<file path="src/rtl/gpio_quad_pkg.sv">
// Shared definitions for the four-pin I/O port.
// Assumes a two-bit register select on the bus.
package gpio_quad_pkg;

    localparam int SEL_W = 2;

    typedef enum logic [SEL_W-1:0] {
        SEL_DIR  = 2'd0,
        SEL_OUT  = 2'd1,
        SEL_PIN  = 2'd2,
        SEL_NONE = 2'd3
    } reg_sel_e;

endpackage

</file>
<file path="src/rtl/gpio_quad_sync.sv">
// Multi-stage synchronizer for the pin inputs.
// Assumes asynchronous pin levels. The output lags the input by STAGES edges.
module gpio_quad_sync #(
    parameter int W      = 4,
    parameter int STAGES = 2
) (
    input  logic         clk,
    input  logic         rst_n,
    input  logic [W-1:0] din,
    output logic [W-1:0] dout
);

    logic [W-1:0] stage_q [STAGES];

    // Shift the pin levels through the stage chain.
    always_ff @(posedge clk) begin
        if (!rst_n) begin
            for (int s = 0; s < STAGES; s++) stage_q[s] <= '0;
        end else begin
            stage_q[0] <= din;
            for (int s = 1; s < STAGES; s++) stage_q[s] <= stage_q[s-1];
        end
    end

    assign dout = stage_q[STAGES-1];

endmodule

</file>
<file path="src/rtl/gpio_quad_regs.sv">
// Direction and output-data registers.
// Power-on reset and hardware standby clear them. Manual reset and
// software standby freeze them by refusing writes.
// Assumes the select and strobes are stable around the clock edge.
module gpio_quad_regs
    import gpio_quad_pkg::*;
#(
    parameter int NPINS = 4
) (
    input  logic             clk,
    input  logic             rst_n,
    input  logic             mrst_n,
    input  logic             hw_stby,
    input  logic             sw_stby,
    input  logic             wr_en,
    input  logic [SEL_W-1:0] addr,
    input  logic [NPINS-1:0] wdata,
    output logic [NPINS-1:0] ddr_q,
    output logic [NPINS-1:0] odr_q
);

    logic write_ok;

    // A write is accepted only when nothing freezes the port.
    always_comb write_ok = wr_en && mrst_n && !sw_stby;

    // Register update: a clear takes priority, then an accepted write.
    always_ff @(posedge clk) begin
        if (!rst_n || hw_stby) begin
            ddr_q <= '0;
            odr_q <= '0;
        end else if (write_ok) begin
            case (reg_sel_e'(addr))
                SEL_DIR: ddr_q <= wdata;
                SEL_OUT: odr_q <= wdata;
                default: ;
            endcase
        end
    end

endmodule

</file>
<file path="src/rtl/gpio_quad_pinmux.sv">
// Per-pin drive selection and read-back steering.
// Assumes sync_in is already synchronized to clk.
module gpio_quad_pinmux #(
    parameter int NPINS = 4
) (
    input  logic             hw_stby,
    input  logic             addr_mode,
    input  logic [NPINS-1:0] ext_addr,
    input  logic [NPINS-1:0] ddr_q,
    input  logic [NPINS-1:0] odr_q,
    input  logic [NPINS-1:0] sync_in,
    output logic [NPINS-1:0] pin_out,
    output logic [NPINS-1:0] pin_oe,
    output logic [NPINS-1:0] rd_pin
);

    for (genvar i = 0; i < NPINS; i++) begin : g_pin
        logic drive;

        // Drive enable: the direction bit, forced off in hardware standby.
        always_comb drive = ddr_q[i] && !hw_stby;

        // Drive level: the address bit or the output bit, 0 when floating.
        always_comb pin_out[i] = drive ? (addr_mode ? ext_addr[i] : odr_q[i]) : 1'b0;

        // Read steering: latched data for outputs, the live pin for inputs.
        always_comb rd_pin[i] = ddr_q[i] ? odr_q[i] : sync_in[i];

        assign pin_oe[i] = drive;
    end

endmodule

</file>
<file path="src/rtl/gpio_quad_port.sv">
// Top level of the four-pin I/O port on a simple register bus.
// Reads are combinational and writes land on the rising edge.
// Assumes rst_n is low for at least one edge after power-up.
module gpio_quad_port
    import gpio_quad_pkg::*;
#(
    parameter int NPINS = 4,
    parameter int DW    = 8,
    parameter int SYNC  = 2
) (
    input  logic             clk,
    input  logic             rst_n,
    input  logic             mrst_n,
    input  logic             hw_stby,
    input  logic             sw_stby,
    input  logic             addr_mode,
    input  logic [NPINS-1:0] ext_addr,
    input  logic [SEL_W-1:0] addr,
    input  logic             wr_en,
    input  logic             rd_en,
    input  logic [DW-1:0]    wdata,
    output logic [DW-1:0]    rdata,
    input  logic [NPINS-1:0] pin_in,
    output logic [NPINS-1:0] pin_out,
    output logic [NPINS-1:0] pin_oe
);

    localparam int PAD = DW - NPINS;

    logic [NPINS-1:0] ddr_q;
    logic [NPINS-1:0] odr_q;
    logic [NPINS-1:0] sync_pin;
    logic [NPINS-1:0] rd_pin;
    logic [NPINS-1:0] rd_sel;
    logic             unused_wdata_hi;

    assign unused_wdata_hi = ^wdata[DW-1:NPINS];

    gpio_quad_regs #(.NPINS(NPINS)) u_regs (
        .clk     (clk),
        .rst_n   (rst_n),
        .mrst_n  (mrst_n),
        .hw_stby (hw_stby),
        .sw_stby (sw_stby),
        .wr_en   (wr_en),
        .addr    (addr),
        .wdata   (wdata[NPINS-1:0]),
        .ddr_q   (ddr_q),
        .odr_q   (odr_q)
    );

    gpio_quad_sync #(.W(NPINS), .STAGES(SYNC)) u_sync (
        .clk   (clk),
        .rst_n (rst_n),
        .din   (pin_in),
        .dout  (sync_pin)
    );

    gpio_quad_pinmux #(.NPINS(NPINS)) u_mux (
        .hw_stby   (hw_stby),
        .addr_mode (addr_mode),
        .ext_addr  (ext_addr),
        .ddr_q     (ddr_q),
        .odr_q     (odr_q),
        .sync_in   (sync_pin),
        .pin_out   (pin_out),
        .pin_oe    (pin_oe),
        .rd_pin    (rd_pin)
    );

    // Read select: pick the register named by addr; the unused code reads 0.
    always_comb begin
        case (reg_sel_e'(addr))
            SEL_DIR: rd_sel = ddr_q;
            SEL_OUT: rd_sel = odr_q;
            SEL_PIN: rd_sel = rd_pin;
            default: rd_sel = '0;
        endcase
    end

    // Read data: reserved bits are 0 and an idle bus returns 0.
    always_comb rdata = rd_en ? {{PAD{1'b0}}, rd_sel} : '0;

endmodule

</file>
<file path="config.mk">
export PLATFORM = sky130hd
export DESIGN_NAME = gpio_quad_port
export DESIGN_NICKNAME = d
export VERILOG_FILES = /design/src/rtl/gpio_quad_pkg.sv /design/src/rtl/gpio_quad_sync.sv /design/src/rtl/gpio_quad_regs.sv /design/src/rtl/gpio_quad_pinmux.sv /design/src/rtl/gpio_quad_port.sv
export SDC_FILE = /design/constraint.sdc
export NUM_CORES = 1
export LEC_CHECK = 0
export BUFFER_PORTS_ARGS = -buffer_cell sky130_fd_sc_hd__clkbuf_2
export CAP_MARGIN = 20
export CORE_ASPECT_RATIO = 0.75
export CORE_MARGIN = 2
export CORE_UTILIZATION = 40
export DETAILED_ROUTE_END_ITERATION = 10
export PLACE_DENSITY = 0.7
export SKIP_CTS_REPAIR_TIMING = 1
export SYNTH_ARGS = -nofsm -noshare
export SYNTH_HDL_FRONTEND = slang
export SYNTH_HIERARCHICAL = 1
export SYNTH_SLANG_ARGS = --single-unit
</file>
<file path="constraint.sdc">
create_clock -name clk -period 1.2 [get_ports clk]
set_clock_uncertainty 0.05 [all_clocks]
set_input_delay 0.06 -clock clk [delete_from_list [all_inputs] [get_ports clk]]
set_output_delay 0.06 -clock clk [all_outputs]
set_load 0.02 [all_outputs]
</file>
* Word-level counts from Yosys, hierarchy flattened
Memory sizes are Yosys's and may differ from the RTL's. Index checks and enable logic that the tools add are counted.
Word-level totals: bits in registers 8, RAM bits 8, input bits 26, output and inout bits 16, word-level logic and storage cells 38, memories kept 1
Memory list:
- u_sync.stage_q | words 2, width 4, rd ports 2, clocked after Yosys merged registers in 0, write ports 2, RTL line gpio_quad_sync.sv:13 | logic [W-1:0] stage_q [STAGES];
Cells by class: eq/ne operators 2, muxes and demuxes 18, bitwise operators 2, reductions and logical operators 13
Operator list (count):
- 1-bit 2-to-1 mux | 14
- 4-bit 2-to-1 mux | 3
- 4-bit case mux with 3 select lines | 1
- 1-bit logical AND | 6
- 2-bit AND reduction | 2
- 1-bit zero test | 3
- 2-bit by 1-bit == test with 1-bit output (second input constant) | 1
- 2-bit == test (second input constant) | 1
- 2-bit zero test | 1
- 1-bit OR | 2
- 1-bit logical OR | 1

* Longest topological paths before layout
An unclocked memory read counts as a cell.
depth after elaboration 4, gate-level depth with buffers 5, mapped depth without buffers 4

* Hierarchy
Netlist, hierarchy kept.
By module, submodules not included:
- gpio_quad_regs | instances 1, cells each 34, area each 326.6 µm², sequential area each 160.2 µm²
- gpio_quad_sync | instances 1, cells each 20, area each 240.2 µm², sequential area each 160.2 µm²
- gpio_quad_pinmux | instances 1, cells each 21, area each 178.9 µm², sequential area each 0.0 µm²
- gpio_quad_port | instances 1, cells each 22, area each 160.2 µm², sequential area each 0.0 µm²

* Worst setup path before layout
Ideal clock, no wire load.
path kind reg-to-output, start register u_regs.ddr_q[1], end output port rdata[1], arrival time 1056 ps, required time 1090 ps, path slack 34 ps, stages on the path, launching flop included 5, buffers on the path 0, cells stage by stage dfxtp_1 mux2_2 mux2i_1 o21ai_1 and2_1
On the way: cells in the longest elaborated chain, start to end 3
Ends and longest elaborated chain:
- start: declaration | RTL line gpio_quad_regs.sv:18 | output logic [NPINS-1:0] ddr_q,
- start signal: assignment | RTL line gpio_quad_regs.sv:34 | SEL_DIR: ddr_q <= wdata;
- 1-bit 2-to-1 mux | RTL line gpio_quad_pinmux.sv:27 | always_comb rd_pin[i] = ddr_q[i] ? odr_q[i] : sync_in[i];
- named net rd_pin[1] | RTL line gpio_quad_port.sv:33 | logic [NPINS-1:0] rd_pin;
- 4-bit case mux with 3 select lines | RTL line gpio_quad_port.sv:73 | case (reg_sel_e'(addr))
- 4-bit 2-to-1 mux | RTL line gpio_quad_port.sv:82 | always_comb rdata = rd_en ? {{PAD{1'b0}}, rd_sel} : '0;
- end: declaration | RTL line gpio_quad_port.sv:22 | output logic [DW-1:0] rdata,
The timed path passes the listed nets, and every way through them passes these cells.

* Worst setup path in the final report
start register u_regs.ddr_q[3], end output port rdata[3]
Same word-level chain as after synthesis.

==> reports/metrics.yaml <==
status:
  outcome: "finished with violations"
  violations: "design-rule violations, negative hold slack, negative setup slack"
finish:
  final_cells: 166
  layout.nets: 169
  areaGrowthSynthToFinish_pct: 46.82
  drive_above_1_share: 0.4648
  antennaDiodeCount: 0
  fin_area_mm2: 0.001330
clock_network:
  clock-sinks: 16
  cts_made_buffers: 3
  cts_root_buffer: "clkbuf_4"
  clock_path_buffers: 2
  clkTransAtPathRegs_ps: 80
  h-tree-depth: 1
  clock_latency_ps: 270
  cts_tree: "yes"
route:
  ant_nets: 0
  drt_first_pass_iters: 6
  avgViaCountPerCell: 4.572
  route.met3.wl_um: 112
  wl_met1_um: 720
  drtIter0Drc: 12
  drc_errors: 5
  dr_wl_met2_um: 1062
  top_layer_used: "met3"
  num_vias: 759
  wire_per_inst_um: 11.42
  finalWirelength_um: 1895
sta:
  worst_slack_ps: -344.6
  fin_crit_ps: 1545
  hold_viol_final: 2
  rsz0062_at_grt: "true"
  fin_crit_sh: 1.287
  tns_ps: -1618
  max_freq_mhz: 647.4
  setup_viol: 9
  slew_violations: 0
  holdWs_ps: -12.91
power_and_ir_drop:
  peakVddDrop_v: 0.0004734
  leakage_nw: 0.6192
  power_density_mw_per_mm2: 784.3
worst_setup_path:
  endpoint_kind: "output pin"
  cp_max_fo: 2
  criticalPathCategory: "flip-flop to output pin"
  r2r_slack_ps: 350
  r2r-start: "u_regs/ddr_q[2]"
  required_ps: 1090
  start_kind: "flip-flop"
  reg2regPathDepth: 4
  worstReg2RegEnd: "u_regs/ddr_q[2]"
  critPathArrivalTime_ps: 1430
floorplan:
  coreArea_mm2: 0.002067
  start_util: 0.4383
  die_x_um: 58.95
  io-pin-count: 42
  fp-row-count: 14
  die_area_mm2: 0.002665
  die_y_um: 45.22
hold_path:
  hp-start: "wdata[1]"
  hp-class: "input port to flip-flop"
  min_path_cells: 3
  min_to: "u_regs/ddr_q[1]"
flow_run:
  max-cap-violations: 0
placement:
  placedCellCount: 153
  placed_area_mm2: 0.001081
  port-buffer-count: 33
  gp_congestion: 0.7568
  hpwl_um: 1432
global_route:
  antenna_found_initial: 0
  grt_pass1_vias: 611
  grt_max_degree: 13
  globalRouteTotalUtil: 0.1245
  grt_first_pass_wirelength_um: 2490
  grt_overflow: 0
synth:
  synth_cell_type_count: 16
  yosysSeqAreaShare: 0.3536
  syn_area_um2: 905.9
  ys_warn_count: 6
  ys_ff_latch: 16
  syn_area_per_cell_um2: 9.339
  syn_inst: 97
## cells by family (layout without fill, tap and decap cells)
group / after synthesis / after routing / synth area share
simple gates: 40 / 40 / 0.2597
mux: 20 / 20 / 0.2265
flops: 16 / 16 / 0.3536
buf+inv: 16 / 58 / 0.1340
compound gates: 4 / 4 / 0.02210
other cells: 1 / 4 / 0.004140
## report_power, final
group	switching, mW	internal (mW)	total [mW]
Combinational	0.0733	0.0859	0.159
Clock	0.151	0.184	0.336
Sequential	0.00388	0.544	0.548
## layout by cell type (no fill, tap or decap)
master	Yosys	routed
mux2i_4	0	1
or4_1	1	1
mux2i_1	16	15
clkbuf_4	0	3
buf_4	12	13
and2_1	12	12
nor4b_2	1	1
nor2b_1	8	4
clkbuf_8	0	1
nand3b_1	4	4
clkbuf_2	1	23
conb_1	1	4
nor2b_4	0	5
nand2_1	13	13
dlygate4sd3_1	0	7
dfxtp_1	16	12
buf_6	2	10
dfxtp_2	0	4
mux2_4	0	4
buf_2	0	1
o21ai_1	4	4
## worst max-delay path: stages (launching register included)
cell,delay [ps]
dfxtp_2,350
mux2_4,290
mux2i_1,150
o21ai_1,80
and2_1,160
buf_6,130
## through the flow
stage | util | setup slack (ps) | power, mW
2_1_floorplan | - | 34.33 | 0.6469
3_3_place_gp | 0.5230 | -57.25 | 0.6810
3_5_place_dp | 0.5230 | -89.32 | 0.6856
4_1_cts | 0.5406 | -420.2 | 1.029
5_1_grt | 0.6435 | -428.9 | 1.099
6_report | 0.6435 | -344.6 | 1.043
## Yosys cell counts
| cell type | instances | area share |
|---|---|---|
| o21ai_1 | 4 | 0.022 |
| clkbuf_2 | 1 | 0.0055 |
| nand3b_1 | 4 | 0.033 |
| dfxtp_1 | 16 | 0.35 |
| mux2i_1 | 16 | 0.18 |
| conb_1 | 1 | 0.0041 |
| buf_4 | 12 | 0.099 |
| mux2_2 | 4 | 0.050 |
| or4_1 | 1 | 0.0083 |
| nand2_1 | 13 | 0.054 |
| clkbuf_1 | 1 | 0.0041 |
| and2_1 | 12 | 0.083 |
| buf_6 | 2 | 0.025 |
| nor2b_2 | 1 | 0.0097 |
| nor4b_2 | 1 | 0.017 |
| nor2b_1 | 8 | 0.055 |
## worst max path at each step
stage / slack (ps) / startpoint / to
after detailed placement: -90 / u_regs/ddr_q[2] / rdata[2]
after floorplan: 30 / u_regs/ddr_q[1] / rdata[1]
after global placement: -60 / u_regs/ddr_q[2] / rdata[2]
final: -340 / u_regs/ddr_q[3] / rdata[3]
after global routing: -430 / u_regs/ddr_q[2] / rdata[2]
after CTS: -420 / u_regs/ddr_q[2] / rdata[2]
## layout make-up
type	instances	area [um^2]
flip-flops and latches	16	325.3
clock buffers	4	36.28
well taps	24	30.03
repair buffers	54	400.4
fillers	188	737.0
multi-input cells	68	538.0
## layer usage
layer,track usage,vias up
met1,0.1506,337
met4,0.05455,0
met5,0,-
met2,0.2222,26
met3,0.01719,0
li1,-,396
## sequential cells by signal, indices dropped and copies added, names as in the netlist
register	flops
u_regs/ddr_q	4
u_regs/odr_q	4
u_sync/stage_q	8
Note: power is estimated with default switching activity, not from simulation.
